File: config.mk
export PLATFORM = sky130hd
export DESIGN_NAME = mtu_top
export DESIGN_NICKNAME = d
export VERILOG_FILES = /design/src/rtl/mtu_pkg.sv /design/src/rtl/mtu_prescaler.sv /design/src/rtl/mtu_channel.sv /design/src/rtl/mtu_top.sv
export SDC_FILE = /design/constraint.sdc
export NUM_CORES = 1
export LEC_CHECK = 0
export BUFFER_PORTS_ARGS = -buffer_cell sky130_fd_sc_hd__buf_2
export CAP_MARGIN = 10
export CORE_MARGIN = 2
export CORE_UTILIZATION = 50
export CTS_CLUSTER_SIZE = 14
export DETAILED_ROUTE_END_ITERATION = 6
export PLACE_DENSITY = 0.68
export SLEW_MARGIN = 20
export SYNTH_ARGS = -nofsm -noshare
export SYNTH_HDL_FRONTEND = slang
export SYNTH_SLANG_ARGS = --single-unit
File: constraint.sdc
create_clock -name clk -period 5 [get_ports clk]
set_clock_uncertainty 0.1 [all_clocks]
set_input_delay 0.25 -clock clk [delete_from_list [all_inputs] [get_ports clk]]
set_output_delay 0.25 -clock clk [all_outputs]
set_load 0.005 [all_outputs]
File: src/rtl/mtu_pkg.sv
package mtu_pkg;

  typedef struct packed {
    logic pend;
    logic ie;
    logic auto_rl;
    logic en;
  } ch_ctl_t;

  localparam int BIT_EN   = 0;
  localparam int BIT_AUTO = 1;
  localparam int BIT_LOAD = 2;
  localparam int BIT_IE   = 3;
  localparam int BIT_PEND = 4;

  function automatic logic [31:0] caps_word(int unsigned nch, int unsigned irq_base);
    logic [31:0] w;
    w      = '0;
    w[2:0] = nch[2:0];
    w[7:3] = irq_base[4:0];
    w[8]   = 1'b1;
    w[9]   = 1'b1;
    return w;
  endfunction

  function automatic logic [31:0] ctl_view(ch_ctl_t c);
    logic [31:0] w;
    w           = '0;
    w[BIT_EN]   = c.en;
    w[BIT_AUTO] = c.auto_rl;
    w[BIT_IE]   = c.ie;
    w[BIT_PEND] = c.pend;
    return w;
  endfunction

endpackage

File: src/rtl/mtu_prescaler.sv
module mtu_prescaler #(
  parameter int PW = 16
) (
  input  logic          clk,
  input  logic          rst_n,
  input  logic          wr_val,
  input  logic          wr_rld,
  input  logic [PW-1:0] wdata,
  output logic [PW-1:0] val,
  output logic [PW-1:0] rld,
  output logic          tick
);

  assign tick = (val == '0);

  always_ff @(posedge clk) begin
    if (!rst_n) begin
      val <= '0;
      rld <= '0;
    end else begin
      if (wr_rld) rld <= wdata;
      if (wr_val)    val <= wdata;
      else if (tick) val <= rld;
      else           val <= val - 1'b1;
    end
  end

endmodule

File: src/rtl/mtu_channel.sv
module mtu_channel
  import mtu_pkg::*;
#(
  parameter int CW = 32
) (
  input  logic          clk,
  input  logic          rst_n,
  input  logic          tick,
  input  logic          wr_cnt,
  input  logic          wr_rld,
  input  logic          wr_ctl,
  input  logic [31:0]   wdata,
  output logic [CW-1:0] cnt,
  output logic [CW-1:0] rld,
  output ch_ctl_t       ctl,
  output logic          irq,
  output logic          undf
);

  assign undf = tick & ctl.en & (cnt == '0) & ~wr_ctl & ~wr_cnt;

  always_ff @(posedge clk) begin
    if (!rst_n) begin
      cnt <= '0;
      rld <= '0;
      ctl <= '0;
      irq <= 1'b0;
    end else begin
      irq <= undf & ctl.ie;
      if (wr_rld) rld <= wdata[CW-1:0];
      if (wr_ctl) begin
        ctl.en      <= wdata[BIT_EN];
        ctl.auto_rl <= wdata[BIT_AUTO];
        ctl.ie      <= wdata[BIT_IE];
        if (wdata[BIT_PEND]) ctl.pend <= 1'b0;
        if (wdata[BIT_LOAD]) cnt <= rld;
      end else if (wr_cnt) begin
        cnt <= wdata[CW-1:0];
      end else if (undf) begin
        if (ctl.ie) ctl.pend <= 1'b1;
        if (ctl.auto_rl) cnt <= rld;
        else             ctl.en <= 1'b0;
      end else if (tick && ctl.en) begin
        cnt <= cnt - 1'b1;
      end
    end
  end

endmodule

File: src/rtl/mtu_top.sv
module mtu_top
  import mtu_pkg::*;
#(
  parameter int NUM_CH   = 2,
  parameter int IRQ_BASE = 8,
  parameter int ADDR_W   = 12,
  parameter int PW       = 16
) (
  input  logic              clk,
  input  logic              rst_n,
  input  logic [ADDR_W-1:0] bus_addr,
  input  logic              bus_we,
  input  logic [31:0]       bus_wdata,
  output logic [31:0]       bus_rdata,
  output logic              tick,
  output logic [NUM_CH-1:0] irq
);

  localparam int          CW   = 32;
  localparam logic [31:0] CAPS = caps_word(NUM_CH, IRQ_BASE);

  logic [3:0] slot;
  logic [1:0] word;
  logic       unit_sel;
  assign slot     = bus_addr[7:4];
  assign word     = bus_addr[3:2];
  assign unit_sel = (slot == 4'd0);

  logic          presc_wr;
  logic          presc_rld_wr;
  logic [PW-1:0] presc_val;
  logic [PW-1:0] presc_rld;
  assign presc_wr     = bus_we & unit_sel & (word == 2'd0);
  assign presc_rld_wr = bus_we & unit_sel & (word == 2'd1);

  mtu_prescaler #(.PW(PW)) u_presc (
    .clk    (clk),
    .rst_n  (rst_n),
    .wr_val (presc_wr),
    .wr_rld (presc_rld_wr),
    .wdata  (bus_wdata[PW-1:0]),
    .val    (presc_val),
    .rld    (presc_rld),
    .tick   (tick)
  );

  logic [NUM_CH-1:0] ch_sel;
  logic [NUM_CH-1:0] ch_undf;
  logic [NUM_CH-1:0] ch_en;
  logic [NUM_CH-1:0] ch_auto;
  logic [CW-1:0]     ch_cnt [NUM_CH];
  logic [CW-1:0]     ch_rld [NUM_CH];
  ch_ctl_t           ch_ctl [NUM_CH];

  for (genvar i = 0; i < NUM_CH; i++) begin : g_ch
    assign ch_sel[i]  = (slot == 4'(i + 1));
    assign ch_en[i]   = ch_ctl[i].en;
    assign ch_auto[i] = ch_ctl[i].auto_rl;

    mtu_channel #(.CW(CW)) u_ch (
      .clk    (clk),
      .rst_n  (rst_n),
      .tick   (tick),
      .wr_cnt (bus_we & ch_sel[i] & (word == 2'd0)),
      .wr_rld (bus_we & ch_sel[i] & (word == 2'd1)),
      .wr_ctl (bus_we & ch_sel[i] & (word == 2'd2)),
      .wdata  (bus_wdata),
      .cnt    (ch_cnt[i]),
      .rld    (ch_rld[i]),
      .ctl    (ch_ctl[i]),
      .irq    (irq[i]),
      .undf   (ch_undf[i])
    );
  end

  logic [31:0] rd_next;
  always_comb begin
    rd_next = '0;
    if (unit_sel) begin
      case (word)
        2'd0:    rd_next = 32'(presc_val);
        2'd1:    rd_next = 32'(presc_rld);
        2'd2:    rd_next = CAPS;
        default: rd_next = '0;
      endcase
    end
    for (int i = 0; i < NUM_CH; i++) begin
      if (ch_sel[i]) begin
        case (word)
          2'd0:    rd_next = ch_cnt[i];
          2'd1:    rd_next = ch_rld[i];
          2'd2:    rd_next = ctl_view(ch_ctl[i]);
          default: rd_next = '0;
        endcase
      end
    end
  end

  always_ff @(posedge clk) begin
    if (!rst_n) bus_rdata <= '0;
    else        bus_rdata <= rd_next;
  end

endmodule

# Word level (Yosys, flattened, before mapping)
# Cells that the tools add are included.
[totals]
wordCells = 115
in_bits = 47
register_bits = 202
[op_classes]
n_bitwise = 25
addsub = 3
eq_ne = 14
n_reduce_logical = 19
muxes = 37
[op_table]
columns = ["op", "n"]
rows = [
  ["32-bit 2-to-1 mux", 14],
  ["32-bit case mux with 3 select lines", 2],
  ["32-bit logical NOT", 2],
  ["32-bit by 1-bit subtractor with 32-bit output (second input constant)", 2],
  ["16-bit 2-to-1 mux", 3],
  ["16-bit case mux with 3 select lines", 1],
  ["1-bit AND", 21],
  ["1-bit 2-to-1 mux", 17],
  ["16-bit logical NOT", 1],
  ["16-bit by 1-bit subtractor with 16-bit output (second input constant)", 1],
  ["2-bit != test (second input constant)", 6],
  ["3-bit AND reduction", 4],
  ["4-bit by 1-bit != test with 1-bit output (second input constant)", 2],
  ["4-bit AND reduction", 2],
  ["2-bit nonzero test", 4],
  ["4-bit nonzero test", 2],
  ["4-bit by 1-bit equality test with 1-bit output (second input constant)", 1],
  ["4-bit by 2-bit equality test with 1-bit output (second input constant)", 1],
  ["4-bit logical NOT", 1],
  ["2-bit by 1-bit != test with 1-bit output (second input constant)", 2],
  ["1-bit inverter", 4],
  ["2-bit by 1-bit equality test with 1-bit output (second input constant)", 1],
  ["2-bit equality test (second input constant)", 1],
  ["1-bit logical AND", 2],
  ["2-bit logical NOT", 1],
]

# Logic depth before layout (Yosys ltp)
# Gate-level depths: netlist of the first run.
[logic_depth]
ltp_word = 9
ltp_mapped = 10

# Cells and area by module
# A second synthesis of the first run with hierarchy kept.
[unflattened]
cells_unflattened = 1373
hier_area_um2 = 11751.3
[modules_own_cells]
columns = ["module", "cells_per_inst", "area_per_inst_um2", "instances"]
rows = [
  ["mtu_channel", 459, 3862.5, 2],
  ["mtu_top", 259, 2309.7, 1],
  ["mtu_prescaler", 196, 1716.6, 1],
]

# Worst setup path before layout of the first run
# Ideal clock, no wire load.
[synth_path]
kind = "flip-flop to flip-flop"
from = "reg g_ch[1].u_ch.cnt[15]"
to = "reg g_ch[1].u_ch.cnt[29]"
t_required_ns = 4.834
setup_ns = 0.066
t_arrival_ns = 2.569
path_buffers = 1
path_stages_with_launch = 8
setup_slack_ns = 2.264
path_cell_list = "dfxtp_1 -> or4_4 -> or4_4 -> or3_4 -> or2_0 -> buf_6 -> a211o_1 -> a21oi_2"
[synth_between]
elab_chain_len = 7
elab_cells_between_ends = 12
cone_classes = "1 x add/sub; 1 x eq/ne; 4 x mux; 3 x bitwise; 3 x reduce/logical"
[synth_lines]
columns = ["item", "line_no", "rtl"]
rows = [
  ["start, declared", "mtu_channel.sv:13", "output logic [CW-1:0] cnt,"],
  ["start signal, assigned", "mtu_channel.sv:36", "if (wdata[BIT_LOAD]) cnt <= rld;"],
  ["start signal, assigned", "mtu_channel.sv:38", "cnt <= wdata[CW-1:0];"],
  ["start signal, assigned", "mtu_channel.sv:41", "if (ctl.auto_rl) cnt <= rld;"],
  ["branches (longest 7 deep; another with 32-bit by 1-bit subtractor with 32-bit output)", "-", ""],
]
# Several ways; the timed one is not identified. The select of a mux whose other input is x is not followed.
# A chain may end at the register's enable or synchronous reset.

# Worst setup path in the final report of the first run
[layout_path]
from = "reg u_presc.val[10]"
to = "reg g_ch[1].u_ch.cnt[3]"
[layout_between]
elab_chain_len = 8
elab_cells_between_ends = 12
cone_classes = "1 x eq/ne; 3 x mux; 4 x bitwise; 4 x reduce/logical"
[layout_lines]
columns = ["item", "line_no", "rtl"]
rows = [
  ["start, declared", "mtu_prescaler.sv:9", "output logic [PW-1:0] val,"],
  ["start signal, assigned", "mtu_prescaler.sv:22", "if (wr_val) val <= wdata;"],
  ["start signal, assigned", "mtu_prescaler.sv:23", "else if (tick) val <= rld;"],
  ["start signal, assigned", "mtu_prescaler.sv:24", "else val <= val - 1'b1;"],
  ["16-bit logical NOT (*)", "mtu_prescaler.sv:14", "assign tick = (val == '0);"],
  ["1-bit AND (4 in series)", "mtu_channel.sv:20", "assign undf = tick & ctl.en & (cnt == '0) & ~wr_ctl & ~wr_cnt;"],
  ["32-bit 2-to-1 mux", "mtu_channel.sv:39", "end else if (undf) begin"],
  ["32-bit 2-to-1 mux", "mtu_channel.sv:37", "end else if (wr_cnt) begin"],
  ["32-bit 2-to-1 mux", "mtu_channel.sv:31", "if (wr_ctl) begin"],
]
# Mark *: on every way between the ends. The rest lies on a longest branch, timed or not.

==> key figures, run 1 <==
Setup path
  – R2R depth: 7
  – Worst endpoint data arrival time: 3.99 ns
  – Ordered cell list for the critical path: nor4_1 -> nand4_1 -> a2bb2oi_1 -> o21a_1 -> buf_4 -> nand2_1 -> o41ai_1
  – Category of the worst setup path capture point: register
  – CP top delay family: simple AND/OR/NAND/NOR gates
  – Critical path launch point type: register
  – Number of cells on the critical path: 7
  – Critical path buffers and inverters: 1
  – Largest fanout of any net on the critical path: 24
  – Cell type of the slowest stage on the worst timing path: nor4_1
  – Worst stage delay on the critical path: 0.89 ns
  – Required time reported for the critical path endpoint: around 5.3 ns
  – Critical path start-end classification: register to register

Layout
  – Number of nets in the layout: ~1,600
  – Layout overhead on the synthesized area: 14.1%
  – Final non-filler cell area: between 10,000 and 15,000 um^2
  – Number of antenna cells inserted: 0
  – Fraction of layout cells with a size suffix above 1: 11.4%

GRT
  – Global-route wire length before repair: 62.1 mm
  – Initial antenna violation count: 0
  – Vias in the first global route: 10,900
  – Global Route Usage Sum: 32.5%
  – Sum of overflow across all layers after global routing: 0
  – Maximum number of pins on one net before global-route repair: 81

Route
  – Iteration-0 DRC Markers: 1,265
  – Wire per inst: 21.7 um
  – Total via count after detailed routing: approximately 12,000
  – Detailed-route vias per instance: about 6.4
  – Drt first pass iters: 6
  – Detailed-route DRC error count: 0
  – Antenna Violating Nets Remaining: 0
  – Total wire length: 39.5 mm

CTS
  – TritonCTS Buffers: 24
  – Max Buffers Root-to-Sink: 3
  – Post-CTS setup buffer count: 0
  – Count of H-tree levels built during CTS: 1
  – Worst-path clk slew: 0.06 ns
  – TritonCTS clock tree: done
  – Count of hold-fix buffers inserted at cts: 29
  – Clk sinks: 202
  – Number of gates given a new drive strength after cts: 0
  – Worst-Skew Late Latency: 0.53 ns
  – Cell chosen for the clock root: clkbuf_16

Synthesis
  – Library cells used by synthesis: ~70
  – EDFF count, synth: 0
  – Avg Cell Area, Syn: 7.65 um^2
  – Number of storage elements in the synthesis netlist: about 200
  – Count of mapped cells out of synthesis: 1,490
  – Sequential-to-total area share from yosys stat: 35.5%
  – Post-Synthesis Net Count: 1,541
  – Async SR Flop Fraction: 0%
  – Total standard cell area after synthesis: between 10,000 and 15,000 um^2
  – Total number of yosys warnings: 0
  – Predominant post-synthesis flop cell: dfxtp_1

Timing
  – Hold violation count in the final report: 0
  – Worst-case setup margin in the final layout: 1.33 ns
  – Slew at the pin closest to its max-slew limit: 1.04 ns
  – RSZ-0062 raised after global routing: no
  – Setup-failing EPs final: 0
  – Post-route clock period utilization: 73.3%
  – Final sum of negative setup slack: 0 ns
  – Final critical path time including I/O delays and setup: 3.67 ns
  – Max-slew headroom at the worst pin: 30.8%
  – Highest clock rate: 0.273 GHz
  – Max Slew Vio Count: 0

Hold path
  – Tightest Hold Check Type: input pin to register
  – Number of instances on the worst hold path: 3

Power
  – Max rail drop VDD: 289 uV
  – Power density normalized to cell area: about 350 nW/um^2
  – Leakage power: approximately 0.0051 uW

Placement
  – Hpwl dp: approximately 26 mm
  – RePlAce Congestion: 0.952
  – Pre-CTS setup slack: approximately 1.4 ns
  – I/O Buffers: 75
  – Total cell area at the placement stage: between 10,000 and 15,000 um^2

Floorplan
  – Standard-cell row count: 55
  – Num ports: about 80
  – Die Area: 24,000 um^2
  – Core area: roughly 23,000 um^2
  – Die span in x: roughly 150 um
  – Floorplan die height: between 150 and 200 um
  – Starting density of the core: about half

Outcome
  – Outcome: finished, final reports clean

Run
  – Max-cap check violation count: 0
==> metrics by stage <==
stage	std cells	power (uW)	utilization [%]	hold slack [ns]
after global routing	1824	4700	57.8	0.0137
after floorplan	1490	2460	-	0.286
after CTS	1824	4510	57.8	0.00186
final	1824	4520	57.8	0.00822
after detailed placement	1752	2700	52.8	0.361
after global placement	1752	2690	52.8	0.352
==> cells in the mapped netlist, drive strengths merged (23+ instances only) <==
| master | instances | area share (%) |
|---|---|---|
| nor2 | 87 | 2.9 |
| nor3 | 43 | 1.9 |
| o21ai | 116 | 5.1 |
| xnor2 | 23 | 1.8 |
| nor4 | 25 | 1.4 |
| o211ai | 47 | 3.1 |
| a31oi | 28 | 1.5 |
| a21oi | 146 | 6.5 |
| a22oi | 26 | 1.7 |
| clkbuf | 113 | 3.7 |
| nand2 | 254 | 8.4 |
| mux2i | 77 | 6.8 |
| dfxtp | 202 | 35 |
==> registers in the layout, summed over array words and instances, names as in the netlist <==
signal / count
g_ch.u_ch.rld: 64
g_ch.u_ch.ctl: 8
u_presc.val: 16
g_ch.u_ch.cnt: 64
u_presc.rld: 16
bus_rdata: 32
g_ch.u_ch.irq: 2
==> cells by family (layout without fill, tap and decap cells) <==
| kind of cell | Yosys count | in the layout | synth area share (%) |
|---|---|---|---|
| AO/OA/AOI/OAI | 480 | 480 | 26.6 |
| XOR/XNOR | 45 | 45 | 3.46 |
| adder cells (fa/ha/maj) | 4 | 4 | 0.439 |
| buffers and inverters | 143 | 192 | 4.96 |
| flip-flops | 202 | 202 | 35.5 |
| multiplexers | 77 | 77 | 6.76 |
| AND/OR/NAND/NOR | 539 | 539 | 22.3 |
==> worst min-delay path: cells and delay by family <==
family,cells,cell delay [ns]
compound gates,1,0.05
simple gates,1,0.09
buf+inv,1,0.19
==> per-layer routing <==
layer,global-route usage [%],routed length [um]
met4,10.6,1200
met3,6.10,3840
met5,0,0
met2,50.5,17600
met1,45.5,16900
==> power by group <==
group / leakage, uW / total, uW / internal [uW] / switching, uW
sequential: 0.00163 / 1740 / 1670 / 75.0
clock: 0.000406 / 1810 / 1100 / 712
combinational: 0.00304 / 970 / 407 / 563
total: 0.00508 / 4520 / 3170 / 1350
==> cells in the final DEF (no fill, tap or decap), types with 16 or more instances in the layout <==
cell type,Yosys,routed
o21ai_0,114,114
nor3_1,42,39
buf_4,5,33
o22a_1,16,16
a221oi_1,18,18
and3_1,21,21
dfxtp_1,202,202
a22oi_1,26,26
nor2_1,87,84
mux2i_1,77,77
xnor2_1,23,23
clkbuf_16,0,25
dlygate4sd3_1,0,29
nand2_1,254,254
nand4_1,16,16
a31oi_1,28,28
xor2_1,22,22
a21oi_1,144,144
nand3_1,22,22
buf_2,1,74
nor4_1,25,24
o211ai_1,47,47
==> final timing paths <==
| path | start | endpoint | slack, ns |
|---|---|---|---|
| max | u_presc.val[10] | g_ch[1].u_ch.cnt[3] | 1.33 |
| min | bus_wdata[4] | g_ch[1].u_ch.rld[4] | 0.008 |
| max reg2reg | u_presc.val[10] | g_ch[1].u_ch.cnt[3] | 1.33 |
| min reg2reg | g_ch[1].u_ch.ctl[3] | g_ch[1].u_ch.ctl[3] | 0.36 |
==> cell type report <==
type,count,area [um^2]
fillers,2117,9500
multi-input cells,1145,6820
flip-flops and latches,202,4040
repair buffers,136,908
clock buffers,33,716
well taps,285,357
clock inverters,10,105
inverters,13,51.3
Power figures use the tool's default switching activity.
==> run 2: changes to the inputs <==
Settings changed: PLACE_DENSITY 0.68 to 0.71.
Clock period 5 ns to 3.1 ns, I/O delays scaled along.
==> run 2 against run 1 <==
  * Fmax rose by 25%
  * Final cell count rose by 1.8%
  * Design area rose by 2.4%
  * Routed wire length fell by 0.18%
  * Sequential share of layout area fell by 0.72 points
  * Global-route usage fell by 0.40 points
  * Total power rose by 65%
  * Critical path depth fell by 1
  * Via count rose by 1.3%
  * Hold slack improved by 0.053 ns
  * Critical endpoint is now g_ch[1].u_ch.cnt[29]
==> key figures, run 2 (synthesis gave the netlist of run 1 again) <==
Layout
  – Layout overhead on the synthesized area: 16.8%
  – Final cell count without fillers: ~1,900
  – Number of antenna cells inserted: 0
  – Regs by FF count: g_ch.u_ch.cnt x64, g_ch.u_ch.rld x64, bus_rdata x32
  – Most frequent standard cell in the layout excluding fill and tap cells: nand2_1
  – Fraction of layout cells with a size suffix above 1: 13.1%
  – Number of nets in the layout: 1,607
  – Leading cell types in the layout, fill and taps excluded: nand2_1 (254), dfxtp_1 (202), a21oi_1 (144)

Route
  – Total via count after detailed routing: 11,900
  – Iteration-0 DRC Markers: 1,208
  – Drt first pass iters: 5
  – Antenna Violating Nets Remaining: 0
  – Total wire length: 39.5 mm
  – Detailed-route DRC error count: 0
  – Wire per inst: 21.3 um
  – Detailed-route vias per instance: roughly 6.4

Setup path
  – Required time reported for the critical path endpoint: approximately 3.5 ns
  – Category of the worst setup path capture point: register
  – Critical path start-end classification: register to register
  – Worst endpoint data arrival time: 3.28 ns
  – Critical path launch point type: register
  – Largest fanout of any net on the critical path: 10

CTS
  – TritonCTS Buffers: 23
  – TritonCTS clock tree: done
  – Count of H-tree levels built during CTS: 1
  – Worst-Skew Late Latency: 0.52 ns
  – Max Buffers Root-to-Sink: 3
  – Cell chosen for the clock root: clkbuf_16
  – Clk sinks: 202
  – Worst-path clk slew: 0.06 ns

Timing
  – Setup-failing EPs final: 0
  – Highest clock rate: between 0.3 and 0.4 GHz
  – Max Slew Vio Count: 0
  – Final critical path time including I/O delays and setup: a little under 3 ns
  – Post-route clock period utilization: 94.4%
  – Slew at the pin closest to its max-slew limit: ~1 ns
  – RSZ-0062 raised after global routing: no
  – Max-slew headroom at the worst pin: 35.0%
  – Worst Hold Margin: 0.0610 ns
  – Hold violation count in the final report: 0
  – Worst-case setup margin in the final layout: approximately 0.17 ns
  – Final sum of negative setup slack: 0 ns

Outcome
  – Outcome: finished, final reports clean

Power
  – Switching power: 2190 uW
  – Internal Dissipation: 5270 uW
  – Max rail drop VDD: 400 uV
  – Combinational power share: 22.2%
  – Total Power Consumption: 7460 uW
  – Power density normalized to cell area: around 560 nW/um^2
  – Register share of total power: 37.6%
  – Clock Power Share: 40.2%
  – Share of total power consumed by net switching: 29.4%
  – Leakage power: approximately 0.0053 uW

Floorplan
  – Core area: 22,500 um^2
  – Num ports: 82
  – Standard-cell row count: 55
  – Die Area: approximately 24,000 um^2
  – Die span in x: 155 um
  – Starting density of the core: between 50% and 60%
  – Floorplan die height: 155 um

Placement
  – RePlAce Congestion: 0.937
  – I/O Buffers: 75
  – Placed insts: around 1,800
  – Hpwl dp: 26.9 mm
  – Pre-CTS setup slack: 0.0608 ns

GRT
  – Vias in the first global route: ~11,000
  – Global Route Usage Sum: between 30% and 40%
  – Sum of overflow across all layers after global routing: 0
  – Global-route wire length before repair: around 60 mm
  – Initial antenna violation count: 1
  – Maximum number of pins on one net before global-route repair: 59

Run
  – Max-cap check violation count: 0

Hold path
  – Tightest Hold Check Type: input pin to register
run 2: cell count changes in the layout (fill, tap and decap cells not counted), sizes merged:
cell / delta
clkinv: -2
clkbuf: -3
buf: +32
clkinvlp: -1
bufinv: +3
dlygate4sd3: +3
run 2: area by class of cell:
class                      count  area [um^2]
fill                        2020         9190
multi-input combinational   1145         6830
sequential                   202         4040
timing repair buffer         171         1200
clock buffer                  30          642
tap                          285          357
clock inverter                10          178
inverter                      13         51.3
run 2: final timing paths:
kind,startpoint,slack [ns],cells past startpoint,end
min reg2reg,g_ch[1].u_ch.ctl[3],0.37,2,g_ch[1].u_ch.ctl[3]
max,g_ch[1].u_ch.cnt[20],0.17,6,g_ch[1].u_ch.cnt[29]
min,rst_n,0.06,2,u_presc.val[13]
max reg2reg,g_ch[1].u_ch.cnt[20],0.17,6,g_ch[1].u_ch.cnt[29]
run 2: power by group through the flow:
stage | Sequential [uW] | Combinational, uW | Clock [uW]
2_1_floorplan | 2820 | 1140 | 0
3_3_place_gp | 2850 | 1540 | 0
3_5_place_dp | 2860 | 1560 | 0
4_1_cts | 2800 | 1610 | 3010
5_1_grt | 2820 | 1810 | 3120
6_report | 2810 | 1660 | 2990
run 2: worst max-delay path: stages, from the launching register on:
cell	delay, ns
dfxtp_1	0.37
or4_4	0.59
or4_4	0.50
or3_4	0.44
or2_1	0.40
a211o_1	0.36
a21oi_2	0.11
run 2: through the flow:
stage,util (%),cell area (um^2)
floorplan,-,11400
detailed placement,53.9,12100
global route,59.1,13300
finish,59.1,13300
global placement,53.9,12100
CTS,59.0,13300
run 2: timing repair:
action	CTS	global route
buffers inserted	0	3
gates resized for setup	0	3
endpoints found under the hold margin	132	0
hold buffers	32	0
endpoints found under the setup margin	0	38
run 2: layer usage:
| metal | global-route usage [%] | up-vias | routed length (um) |
|---|---|---|---|
| met4 | 10.4 | 0 | 1110 |
| met1 | 43.6 | 5590 | 16100 |
| li1 | - | 5600 | - |
| met3 | 6.88 | 92 | 4270 |
| met2 | 50.9 | 620 | 18000 |
| met5 | 0 | - | 0 |
